### src/rtl/cid_pkg.sv
package cid_pkg;

    typedef enum logic [2:0] {
        EV_IDLE,
        EV_TRAP,
        EV_CALL,
        EV_RETURN,
        EV_SWITCH
    } ev_kind_e;

    typedef enum logic [1:0] {
        SEL_CUR,
        SEL_PREV,
        SEL_SHADOW,
        SEL_XLATE
    } csr_sel_e;

endpackage

### src/rtl/cid_event_arb.sv
module cid_event_arb
    import cid_pkg::*;
(
    input  logic     trap,
    input  logic     ecall,
    input  logic     sret,
    input  logic     sw_valid,
    output ev_kind_e kind
);

    // Fixed priority: trap, call, return, switch
    always_comb begin
        if (trap)          kind = EV_TRAP;
        else if (ecall)    kind = EV_CALL;
        else if (sret)     kind = EV_RETURN;
        else if (sw_valid) kind = EV_SWITCH;
        else               kind = EV_IDLE;
    end

endmodule

### src/rtl/cid_csr_port.sv
module cid_csr_port
    import cid_pkg::*;
#(
    parameter int          IDW         = 16,
    parameter int          XLEN        = 64,
    parameter logic [11:0] ADDR_CUR    = 12'h5C0,
    parameter logic [11:0] ADDR_PREV   = 12'h5C1,
    parameter logic [11:0] ADDR_SHADOW = 12'h5C2,
    parameter logic [11:0] ADDR_XLATE  = 12'h180
) (
    input  logic            priv_user,
    input  logic            csr_rd,
    input  logic            csr_wr,
    input  logic [11:0]     csr_addr,
    input  logic [IDW-1:0]  cur,
    input  logic [IDW-1:0]  prev,
    input  logic [IDW-1:0]  shadow,
    input  logic [XLEN-1:0] xlate,
    output logic            illegal,
    output logic [XLEN-1:0] rdata,
    output logic            we_prev,
    output logic            we_shadow,
    output logic            we_xlate
);

    localparam int PAD = XLEN - IDW;

    logic [IDW-1:0]  id_in  [3];
    logic [XLEN-1:0] id_ext [3];
    csr_sel_e        sel;
    logic            hit;
    logic            ok;

    assign id_in[0] = cur;
    assign id_in[1] = prev;
    assign id_in[2] = shadow;

    for (genvar g = 0; g < 3; g++) begin : g_ext
        if (PAD > 0) begin : g_pad
            assign id_ext[g] = {{PAD{1'b0}}, id_in[g]};
        end else begin : g_flat
            assign id_ext[g] = id_in[g];
        end
    end

    always_comb begin
        hit = 1'b1;
        sel = SEL_CUR;
        if (csr_addr == ADDR_CUR)         sel = SEL_CUR;
        else if (csr_addr == ADDR_PREV)   sel = SEL_PREV;
        else if (csr_addr == ADDR_SHADOW) sel = SEL_SHADOW;
        else if (csr_addr == ADDR_XLATE)  sel = SEL_XLATE;
        else                              hit = 1'b0;
    end

    always_comb begin
        illegal = 1'b0;
        if (csr_rd || csr_wr) begin
            if (!hit) begin
                illegal = 1'b1;
            end else begin
                unique case (sel)
                    SEL_CUR:    illegal = csr_wr;
                    SEL_PREV:   illegal = csr_wr && priv_user;
                    SEL_SHADOW: illegal = priv_user;
                    SEL_XLATE:  illegal = priv_user;
                endcase
            end
        end
    end

    assign ok = hit && !illegal;

    always_comb begin
        rdata = '0;
        if (csr_rd && ok) begin
            unique case (sel)
                SEL_CUR:    rdata = id_ext[0];
                SEL_PREV:   rdata = id_ext[1];
                SEL_SHADOW: rdata = id_ext[2];
                SEL_XLATE:  rdata = xlate;
            endcase
        end
    end

    assign we_prev   = csr_wr && ok && (sel == SEL_PREV);
    assign we_shadow = csr_wr && ok && (sel == SEL_SHADOW);
    assign we_xlate  = csr_wr && ok && (sel == SEL_XLATE);

endmodule

### src/rtl/cid_regs.sv
module cid_regs
    import cid_pkg::*;
#(
    parameter int IDW  = 16,
    parameter int XLEN = 64
) (
    input  logic            clk,
    input  logic            rst_n,
    input  ev_kind_e        kind,
    input  logic [IDW-1:0]  sw_target,
    input  logic            we_prev,
    input  logic            we_shadow,
    input  logic            we_xlate,
    input  logic [XLEN-1:0] wdata,
    output logic [IDW-1:0]  cur_q,
    output logic [IDW-1:0]  prev_q,
    output logic [IDW-1:0]  shadow_q,
    output logic [XLEN-1:0] xlate_q
);

    logic [IDW-1:0]  cur_n, prev_n, shadow_n;
    logic [XLEN-1:0] xlate_n;

    always_comb begin
        cur_n    = cur_q;
        prev_n   = prev_q;
        shadow_n = shadow_q;
        xlate_n  = we_xlate ? wdata : xlate_q;
        unique case (kind)
            EV_TRAP: begin
                cur_n    = '0;
                prev_n   = cur_q;
                shadow_n = prev_q;
            end
            EV_CALL: begin
                cur_n  = '0;
                prev_n = cur_q;
            end
            EV_RETURN: begin
                cur_n  = prev_q;
                prev_n = shadow_q;
            end
            EV_SWITCH: begin
                cur_n  = sw_target;
                prev_n = cur_q;
            end
            EV_IDLE: begin
                if (we_prev)   prev_n   = wdata[IDW-1:0];
                if (we_shadow) shadow_n = wdata[IDW-1:0];
            end
            default: ;
        endcase
    end

    always_ff @(posedge clk) begin
        if (!rst_n) begin
            cur_q    <= '0;
            prev_q   <= '0;
            shadow_q <= '0;
            xlate_q  <= '0;
        end else begin
            cur_q    <= cur_n;
            prev_q   <= prev_n;
            shadow_q <= shadow_n;
            xlate_q  <= xlate_n;
        end
    end

endmodule

### src/rtl/cid_tracker.sv
module cid_tracker
    import cid_pkg::*;
#(
    parameter int          IDW         = 16,
    parameter int          XLEN        = 64,
    parameter logic [11:0] ADDR_CUR    = 12'h5C0,
    parameter logic [11:0] ADDR_PREV   = 12'h5C1,
    parameter logic [11:0] ADDR_SHADOW = 12'h5C2,
    parameter logic [11:0] ADDR_XLATE  = 12'h180
) (
    input  logic            clk,
    input  logic            rst_n,
    input  logic            sw_valid,
    input  logic [IDW-1:0]  sw_target,
    input  logic            ecall,
    input  logic            trap,
    input  logic            sret,
    input  logic            priv_user,
    input  logic            csr_rd,
    input  logic            csr_wr,
    input  logic [11:0]     csr_addr,
    input  logic [XLEN-1:0] csr_wdata,
    output logic [XLEN-1:0] csr_rdata,
    output logic            csr_illegal,
    output logic [IDW-1:0]  cur_id,
    output logic            xlate_mode_on
);

    localparam int MODE_HI = XLEN - 1;

    ev_kind_e        kind;
    logic [IDW-1:0]  prev_q, shadow_q;
    logic [XLEN-1:0] xlate_q;
    logic            we_prev, we_shadow, we_xlate;

    cid_event_arb u_arb (
        .trap     (trap),
        .ecall    (ecall),
        .sret     (sret),
        .sw_valid (sw_valid),
        .kind     (kind)
    );

    cid_csr_port #(
        .IDW(IDW), .XLEN(XLEN),
        .ADDR_CUR(ADDR_CUR), .ADDR_PREV(ADDR_PREV),
        .ADDR_SHADOW(ADDR_SHADOW), .ADDR_XLATE(ADDR_XLATE)
    ) u_port (
        .priv_user (priv_user),
        .csr_rd    (csr_rd),
        .csr_wr    (csr_wr),
        .csr_addr  (csr_addr),
        .cur       (cur_id),
        .prev      (prev_q),
        .shadow    (shadow_q),
        .xlate     (xlate_q),
        .illegal   (csr_illegal),
        .rdata     (csr_rdata),
        .we_prev   (we_prev),
        .we_shadow (we_shadow),
        .we_xlate  (we_xlate)
    );

    cid_regs #(.IDW(IDW), .XLEN(XLEN)) u_regs (
        .clk       (clk),
        .rst_n     (rst_n),
        .kind      (kind),
        .sw_target (sw_target),
        .we_prev   (we_prev),
        .we_shadow (we_shadow),
        .we_xlate  (we_xlate),
        .wdata     (csr_wdata),
        .cur_q     (cur_id),
        .prev_q    (prev_q),
        .shadow_q  (shadow_q),
        .xlate_q   (xlate_q)
    );

    assign xlate_mode_on = (xlate_q[MODE_HI -: 4] == 4'hF);

endmodule

### config.mk
export PLATFORM = sky130hd
export DESIGN_NAME = cid_tracker
export DESIGN_NICKNAME = d
export VERILOG_FILES = /design/src/rtl/cid_pkg.sv /design/src/rtl/cid_event_arb.sv /design/src/rtl/cid_csr_port.sv /design/src/rtl/cid_regs.sv /design/src/rtl/cid_tracker.sv
export SDC_FILE = /design/constraint.sdc
export NUM_CORES = 1
export LEC_CHECK = 0
export BUFFER_PORTS_ARGS = -buffer_cell sky130_fd_sc_hd__buf_2
export CORE_MARGIN = 3
export CORE_UTILIZATION = 55
export CTS_BUF_LIST = sky130_fd_sc_hd__clkbuf_4 sky130_fd_sc_hd__clkbuf_8
export DETAILED_ROUTE_END_ITERATION = 16
export GPL_TIMING_DRIVEN = 1
export PLACE_DENSITY = 0.83
export SYNTH_ARGS = -nofsm -noshare
export SYNTH_HDL_FRONTEND = slang
export SYNTH_SLANG_ARGS = --single-unit
### constraint.sdc
create_clock -name clk -period 2 [get_ports clk]
set_clock_uncertainty 0.15 [all_clocks]
set_input_delay 0.1 -clock clk [delete_from_list [all_inputs] [get_ports clk]]
set_output_delay 0.1 -clock clk [all_outputs]
set_load 0.02 [all_outputs]
# Word-level counts from Yosys, hierarchy flattened

Cells that the tools add are included.

Register bits after elaboration: 112
Bits of input ports: 101
Output and inout bits: 82

Eq/ne operators: 14
Muxes and demuxes: 22
Reductions and logical operators: 19

Operator list:

| cell                 | count |
|---|---|
| $pmux 64 s4          | 1 |
| $pmux 16 s3          | 2 |
| $mux 64              | 1 |
| $eq 12x11->1 const B | 3 |
| $mux 16              | 2 |
| $pmux 16 s2          | 1 |
| $eq 12x9->1 const B  | 1 |
| $mux 3               | 4 |
| $mux 2               | 4 |
| $logic_and 1x1->1    | 7 |
| $eq 3x2->1 const B   | 2 |
| $mux 1               | 6 |
| $reduce_bool 3->1    | 2 |
| $eq 2x2->1 const B   | 2 |
| $eq 4x4->1 const B   | 1 |
| $ne 2x2->1 const B   | 2 |
| $reduce_and 2->1     | 2 |
| $reduce_or 2->1      | 2 |
| $eq 3x1->1 const B   | 1 |
| $eq 3x3->1 const B   | 1 |
| $logic_not 3->1      | 1 |
| $pmux 1 s3           | 1 |
| $reduce_or 3->1      | 1 |
| $eq 2x1->1 const B   | 1 |
| other kinds (4)      | 4 |

# Logic depth before layout (Yosys ltp)

Gate-level depths: netlist of run 1.

Depth after elaboration: 16
Depth in mapped cells: 8

# Cells and area by module

From an unflattened synthesis of run 1, not the netlist that was laid out.

Cell total of the unflattened synthesis: 762
Area total of the unflattened synthesis: 6281.0 µm²

Modules (own cells, without submodules):

| module        | instances | cells each | area each (µm²) | seq. area each (µm²) |
|---|---|---|---|---|
| cid_regs      | 1         | 550        | 5071.1          | 2242.2 |
| cid_csr_port  | 1         | 206        | 1166.1          | 0.0 |
| cid_event_arb | 1         | 5          | 35.0            | 0.0 |
| cid_tracker   | 1         | 1          | 8.8             | 0.0 |

# Least setup slack after synthesis of run 1

No wires, ideal clock.

Path kind: input to output
Start: input csr_addr[1]
End: output csr_rdata[3]
Arrival: 1.730 ns
Slack: 0.020 ns
Stages: 6
Buffers on the path: 2
Cell sequence: buf_2 and3_1 o21ai_1 clkbuf_1 nand2_1 a311oi_1

Word-level cells in the longest chain between the ends: 14
Elaborated cells on any way between the ends: 25

Ends and longest elaborated chain:

| what                             | RTL line                               | source |
|---|---|---|
| from (decl)                      | cid_tracker.sv:21                      | `input logic [11:0] csr_addr,` |
| $eq 12x9->1                      | cid_csr_port.sv:52                     | `else if (csr_addr == ADDR_XLATE) sel = SEL_XLATE;` |
| $mux 2                           | cid_csr_port.sv:52                     |  |
| $mux 2                           | cid_csr_port.sv:51                     | `else if (csr_addr == ADDR_SHADOW) sel = SEL_SHADOW;` |
| $mux 2                           | cid_csr_port.sv:50                     | `else if (csr_addr == ADDR_PREV) sel = SEL_PREV;` |
| $mux 2                           | cid_csr_port.sv:49                     | `if (csr_addr == ADDR_CUR) sel = SEL_CUR;` |
| $eq 2x2->1                       | cid_csr_port.sv:62, cid_csr_port.sv:77 |  |
| $reduce_or 2->1 (no source line) | -                                      |  |
| $pmux 1 s3                       | cid_csr_port.sv:62                     | `unique case (sel)` |
| $mux 1                           | cid_csr_port.sv:59                     | `if (!hit) begin` |
| $mux 1                           | cid_csr_port.sv:58                     | `if (csr_rd \|\| csr_wr) begin` |
| $logic_not 1->1                  | cid_csr_port.sv:72                     | `assign ok = hit && !illegal;` |
| $logic_and 1x1->1                | cid_csr_port.sv:72                     |  |
| $logic_and 1x1->1                | cid_csr_port.sv:76                     | `if (csr_rd && ok) begin` |
| $mux 64 *                        | cid_csr_port.sv:76                     |  |
| to (decl)                        | cid_tracker.sv:23                      | `output logic [XLEN-1:0] csr_rdata,` |

Every way passes the cells marked *; elsewhere a longest branch is shown, timed or not.

# Final worst setup path of run 1

Start: input csr_addr[0]
End: output csr_rdata[9]

The elaborated chain is that of the path after synthesis.

==> impl_metrics.py, run 1 <==
metrics = {
    "synthesis": {
        "yosys.area.top_type": "dfxtp_1",
        "avgSynthCellArea_um2": 8.061,
        "synthFlopType": "dfxtp_1",
        "syn_nets": 921,
        "ys_warn_count": 0,
        "synthCells": 820,
        "netlist_area_um2": 6610,
        "ys_seq_elements": 112,
        "synthTopCellsByArea": "dfxtp_1 34%, o21ai_0 9.1%, a21boi_0 7.5%",
        "async_flop_share_pct": 0,
        "ys_seq_area_share_pct": 33.92,
        "ys_types": 39,
        "synth_edf_count": 0,
        "yosys.area.top_type_share_pct": 33.92,
    },
    "sta": {
        "period_minus_slack_ns": 2.020,
        "fin_ws_ns": -0.01999,
        "finalCritPeriodShare_pct": 101.0,
        "fmax_mhz": 495.1,
        "drv_slew": 0,
        "maxSlewHeadroom_pct": 39.84,
        "tightest_slew_ns": 0.9024,
        "hold_violations": 0,
        "setup_viol": 1,
        "rsz0062_at_grt": "true",
    },
    "hold_path": {
        "hold_path_class": "in2reg",
    },
    "job": {
        "timing.max_cap.violations": 0,
    },
    "critical_path": {
        "end_kind": "output pin",
        "worstPathArrival_ns": 1.77,
        "start_kind": "primary input",
        "cp_max_fo": 5,
        "critPathRequiredTime_ns": 1.75,
        "worstSetupPathType": "in2out",
    },
    "drt": {
        "drt_first_pass_iters": 6,
        "drc": 0,
        "wl_per_cell_um": 18.42,
        "viasPerCell": 6.060,
        "vias": 7399,
        "wl_um": 22490,
        "postRouteAntennaNets": 0,
        "drt_iter0_drc": 1016,
    },
    "global_route": {
        "grt_pass1_vias": 7117,
        "grtUsageTotal_pct": 31.57,
        "met3_usage_pct": 6.057,
        "grt_util_met1_pct": 39.55,
        "grt_antenna_before_repair": 0,
        "grt_first_pass_wirelength_um": 34380,
        "grt_remaining_overflow": 0,
        "grt_max_degree": 129,
        "groute.layer.met2.usage_pct": 53.94,
        "grt-busiest-layer": "met2",
    },
    "outcome": {
        "violations": "setup timing",
        "run_status": "complete, but fails checks",
    },
    "floorplanning": {
        "die_x_um": 115.6,
        "ios": 183,
        "dieHeight_um": 115.6,
        "fp.coreArea_um2": 11560,
        "dieArea_um2": 13370,
        "row_count": 39,
        "initial_utilization_pct": 57.16,
    },
    "layout": {
        "final_util_pct": 77.86,
        "n_antenna_cell": 0,
        "area_growth_pct": 36.23,
        "nNetsFinal": 1175,
        "final_cell_mix": "175 x buf_2, 120 x o21ai_0, 112 x dfxtp_1",
        "drive_gt1_share_pct": 31.45,
        "final_common_cell": "buf_2",
        "fillers": 811,
        "layoutNonFillerInstCount": 1221,
    },
    "clock_network": {
        "clkSinkCount": 112,
        "htreeDepth": 3,
        "cts_tree": "yes",
        "cts_root_buf": "clkbuf_8",
        "cts_buffers": 9,
        "clk_pin_slew_worst_paths_ns": 0.10,
        "cts.path.max_buffers": 2,
        "clkLatencyLatePin_ns": 0.38,
    },
    "pwr": {
        "p_per_area_nw_per_um2": 459.5,
        "seq_power_share_pct": 55.6,
        "swShare_pct": 25.81,
        "p_switching_mw": 1.068,
        "p_total_mw": 4.138,
        "pwr-share-clk_pct": 30.4,
        "peakVddDrop_mv": 0.5619,
        "p_comb_share_pct": 14.0,
        "p_int_mw": 3.070,
        "leakage_nw": 3.317,
    },
    "placement": {
        "gp_congestion": 0.9440,
        "dpl.cell_count": 1117,
        "port-buffer-count": 182,
        "hpwl_um": 13500,
    },
}
[worst paths after layout]
check	from	endpoint	slack [ns]	cells past startpoint
setup reg to reg	u_regs.cur_q[15]	u_regs.prev_q[15]	0.84	3
setup / recovery	csr_addr[0]	csr_rdata[9]	-0.02	8
hold / removal	ecall	u_regs.cur_q[0]	0.11	5
hold reg to reg	u_regs.xlate_q[59]	u_regs.xlate_q[59]	0.33	2
[flip-flops by register name, summed over array words and instances (netlist names)]
| name | count |
|---|---|
| u_regs.xlate_q | 64 |
| u_regs.prev_q | 16 |
| u_regs.cur_q | 16 |
| u_regs.shadow_q | 16 |
[synthesized netlist by cell type (2+ instances only)]
cell      count
a21boi_0     66
a21boi_1     14
a21oi_1      33
a22oi_1      12
a311oi_1     20
a311oi_2     12
a31o_2        2
and2_1       36
and3_1       11
buf_1         2
buf_2        24
buf_4         8
buf_6         4
clkbuf_1     41
dfxtp_1     112
inv_1        66
mux2i_1      16
nand2_1      49
nand3_1      66
nor2_1        4
nor2b_1       3
nor3_1       19
nor3_2       49
nor4_4        2
o21ai_0     120
o31ai_1      16
[kinds of logic (layout without fill, tap and decap cells)]
| family | after synthesis | after routing | share of synthesized area, % |
|---|---|---|---|
| compound gates | 300 | 300 | 30.51 |
| xor+xnor | 1 | 1 | 0.1325 |
| buf+inv | 145 | 403 | 9.597 |
| flops | 112 | 112 | 33.92 |
| mux | 16 | 16 | 2.423 |
| simple gates | 246 | 246 | 23.41 |
[per-stage QoR]
step	TNS (ns)	instance area (um2)	hold WS (ns)	setup slack, ns
floorplan	0	6610	0.09659	0.02043
finish	-0.01999	9005	0.1062	-0.01999
detailed placement	0	7801	0.2117	0.006423
global placement	0	7801	0.2081	0.03269
CTS	0	8775	0.09649	0.01429
global route	-0.2200	9005	0.09844	-0.03670
[power by group through the flow]
stage               Combinational (mW)  Clock [mW]  Sequential, mW
floorplan                        0.203           0            2.35
global placement                 0.411           0            2.35
detailed placement               0.418           0            2.35
CTS                              0.542        1.27            2.30
global route                     0.622        1.38            2.30
finish                           0.581        1.26            2.30
[layout make-up]
class                      count  area, um2  area share, %
clock inverter                 4      20.02         0.2223
clock buffer                  11      151.4          1.681
inverter                      66      247.7          2.751
tap                          143      178.9          1.987
multi-input combinational    563       3811          42.32
timing repair buffer         322       2354          26.14
sequential                   112       2242          24.90
[worst max-delay path, cell delays in order]
cell and delay [ns]:
buf_4 0.14, nor4_4 0.32, buf_4 0.18, buf_4 0.13, and3_1 0.14, o21ai_0 0.18
a311oi_2 0.36, buf_2 0.22
[metal layers]
metal | wire length [um] | part of all wire (%)
met1 | 8932 | 40
met3 | 2012 | 8.9
met5 | 0 | 0
met4 | 737 | 3.3
met2 | 10810 | 48
[repair_timing]
item                                    4_1_cts  5_1_grt
gates resized for setup                       1       19
hold buffers                                 80        0
endpoints found under the setup margin        2       37
hold endpoints to repair                     96        0
pin swaps                                     0        6
buffers inserted                              0        5
cloned                                        0        4
(Power assumes the default switching activity.)
==> inputs of run 2 (changes only) <==
- CORE_MARGIN: 3 -> 1.5
- CORE_UTILIZATION: 55 -> 49
- CTS_CLUSTER_SIZE: not set -> 30
- PLACE_DENSITY: 0.83 -> 0.79
- clock period: 2 -> 1.7 ns (I/O delays scaled with it)
==> impl_metrics.py, run 2 (same netlist as run 1, synthesis figures left out) <==
metrics = {
    "pwr": {
        "p_per_area_nw_per_um2": 493.1,
        "leakage_nw": 4.090,
        "p_total_mw": 5.020,
        "swShare_pct": 26.58,
        "p_comb_share_pct": 15.1,
        "pwr-share-clk_pct": 31.1,
        "seq_power_share_pct": 53.9,
        "p_switching_mw": 1.335,
        "peakVddDrop_mv": 0.3975,
        "p_int_mw": 3.686,
    },
    "floorplanning": {
        "dieHeight_um": 119.1,
        "dieArea_um2": 14200,
        "ios": 183,
        "row_count": 42,
        "die_x_um": 119.1,
        "initial_utilization_pct": 50.11,
        "fp.coreArea_um2": 13190,
    },
    "critical_path": {
        "slowest_delay_ns": 0.32,
        "cp_num_buf_inv": 4,
        "critPathRequiredTime_ns": 1.46,
        "worstSetupPathType": "in2out",
        "start_kind": "primary input",
        "cpLargestDelayFamily": "buffers and inverters",
        "worstReg2RegStart": "u_regs.cur_q[10]",
        "critPathSlowestCell": "a311oi_2",
        "reg2reg_depth": 3,
        "cp_max_fo": 14,
        "cp_common_cell": "buf_4",
        "worstPathArrival_ns": 1.67,
        "end_kind": "output pin",
        "r2r-end": "u_regs.cur_q[10]",
        "worstPathCellList": "buf_6 > nor4b_4 > and3_4 > buf_4 > buf_12 > a21oi_1 > a311oi_2 > buf_4",
        "r2r_setup_slack_ns": 0.26,
    },
    "outcome": {
        "run_status": "complete, but fails checks",
        "violations": "setup timing",
    },
    "placement": {
        "gp_congestion": 0.8449,
        "hpwl_um": 14200,
        "port-buffer-count": 182,
        "dpl.cell_count": 1168,
        "placed_cell_area_um2": 8382,
    },
    "layout": {
        "n_antenna_cell": 0,
        "final_cell_mix": "114 x o21ai_0, 112 x buf_2, 112 x dfxtp_1",
        "layoutNonFillerInstCount": 1281,
        "final_area_um2": 10180,
        "final_util_pct": 77.19,
        "max_flop_register": "u_regs.xlate_q",
        "multi_input_area_um2": 4118,
        "ff_latch_area_um2": 2242,
        "largest_reg_flops": 64,
        "final_common_cell": "o21ai_0",
        "fillers": 848,
        "area_growth_pct": 54.02,
        "drive_gt1_share_pct": 33.57,
        "nNetsFinal": 1201,
    },
    "clock_network": {
        "cts.path.max_buffers": 2,
        "cts_root_buf": "clkbuf_8",
        "cts_tree": "yes",
        "clkSinkCount": 112,
        "clk_pin_slew_worst_paths_ns": 0.11,
        "clkLatencyLatePin_ns": 0.39,
        "cts_buffers": 9,
        "htreeDepth": 3,
    },
    "job": {
        "timing.max_cap.violations": 0,
    },
    "drt": {
        "postRouteAntennaNets": 0,
        "vias": 7778,
        "drt_first_pass_iters": 5,
        "drt_iter0_drc": 837,
        "drc": 0,
        "viasPerCell": 6.072,
        "wl_per_cell_um": 19.74,
        "wl_um": 25290,
    },
    "sta": {
        "hold_violations": 0,
        "rsz0062_at_grt": "true",
        "fmax_mhz": 525.9,
        "drv_slew": 0,
        "maxSlewHeadroom_pct": 74.37,
        "tightest_slew_ns": 0.3805,
        "period_minus_slack_ns": 1.902,
        "holdWs_ns": 0.08928,
        "setup_viol": 64,
        "finalCritPeriodShare_pct": 111.9,
        "fin_ws_ns": -0.2015,
    },
    "hold_path": {
        "min_to": "u_regs.cur_q[1]",
        "hold_path_class": "in2reg",
        "hold_path_startpoint": "ecall",
        "hold_path_depth": 5,
    },
    "global_route": {
        "groute.layer.met2.usage_pct": 56.50,
        "grt_max_degree": 45,
        "grt-busiest-layer": "met2",
        "grt_first_pass_wirelength_um": 38950,
        "grt_pass1_vias": 7582,
        "met3_usage_pct": 6.082,
        "grt_util_met1_pct": 42.15,
        "grt_remaining_overflow": 0,
        "grtUsageTotal_pct": 34.19,
        "grt_antenna_before_repair": 0,
    },
}
==> run 2: cell types whose count changed in the layout (fill, tap and decap cells not counted), sizes merged <==
cell and delta:
clkinvlp +1, clkinv -2, buf +20, dlygate4sd3 +7, clkbuf +1
==> run 2: area by class of cell <==
type | instances | area share [%]
Tap cell | 176 | 2.163
Sequential cell | 112 | 22.02
Multi-Input combinational cell | 563 | 40.44
Inverter | 66 | 2.433
Clock inverter | 3 | 0.1721
Clock buffer | 13 | 1.573
Timing Repair Buffer | 348 | 31.19
==> run 2: worst max path at each step <==
stage	from	end	slack, ns	depth (start not counted)
global placement	csr_addr[3]	csr_rdata[15]	-0.21	8
detailed placement	csr_addr[9]	csr_rdata[15]	-0.27	7
global route	csr_addr[11]	csr_rdata[13]	-0.23	8
finish	csr_addr[11]	csr_rdata[13]	-0.20	8
CTS	csr_addr[9]	csr_rdata[57]	-0.18	8
floorplan	csr_addr[1]	csr_rdata[10]	-0.09	7
==> run 2: repair_timing <==
item	4_1_cts	5_1_grt
gates cloned	5	3
pin swaps	8	15
endpoints found under the setup margin	64	70
resized for setup	122	44
setup buffers	4	0
hold endpoints to repair	111	0
hold buffers	87	0
==> run 2: stage by stage <==
step                setup slack [ns]  TNS, ns
floorplan                   -0.08647   -3.356
global placement             -0.2056   -14.99
detailed placement           -0.2676   -23.63
CTS                          -0.1780   -7.801
global route                 -0.2283   -10.61
finish                       -0.2015   -8.258
==> run 2: worst min-delay path, cell delays in order <==
cell and delay, ns:
buf_2 0.15, nor3b_2 0.08, buf_12 0.16, nand2_1 0.07, a21oi_1 0.05
==> run 2: power groups by stage <==
stage / clock (mW) / sequential, mW / combinational [mW]
after global placement: 0 / 2.76 / 0.529
final: 1.56 / 2.70 / 0.757
after floorplan: 0 / 2.76 / 0.246
after global routing: 1.67 / 2.71 / 0.802
after CTS: 1.58 / 2.70 / 0.716
after detailed placement: 0 / 2.76 / 0.540
==> run 2: per-layer routing <==
metal,part of all wire [%],up-vias
met5,0,-
met3,6.5,122
met2,49,435
met1,40,3739
li1,-,3482
met4,4.9,0
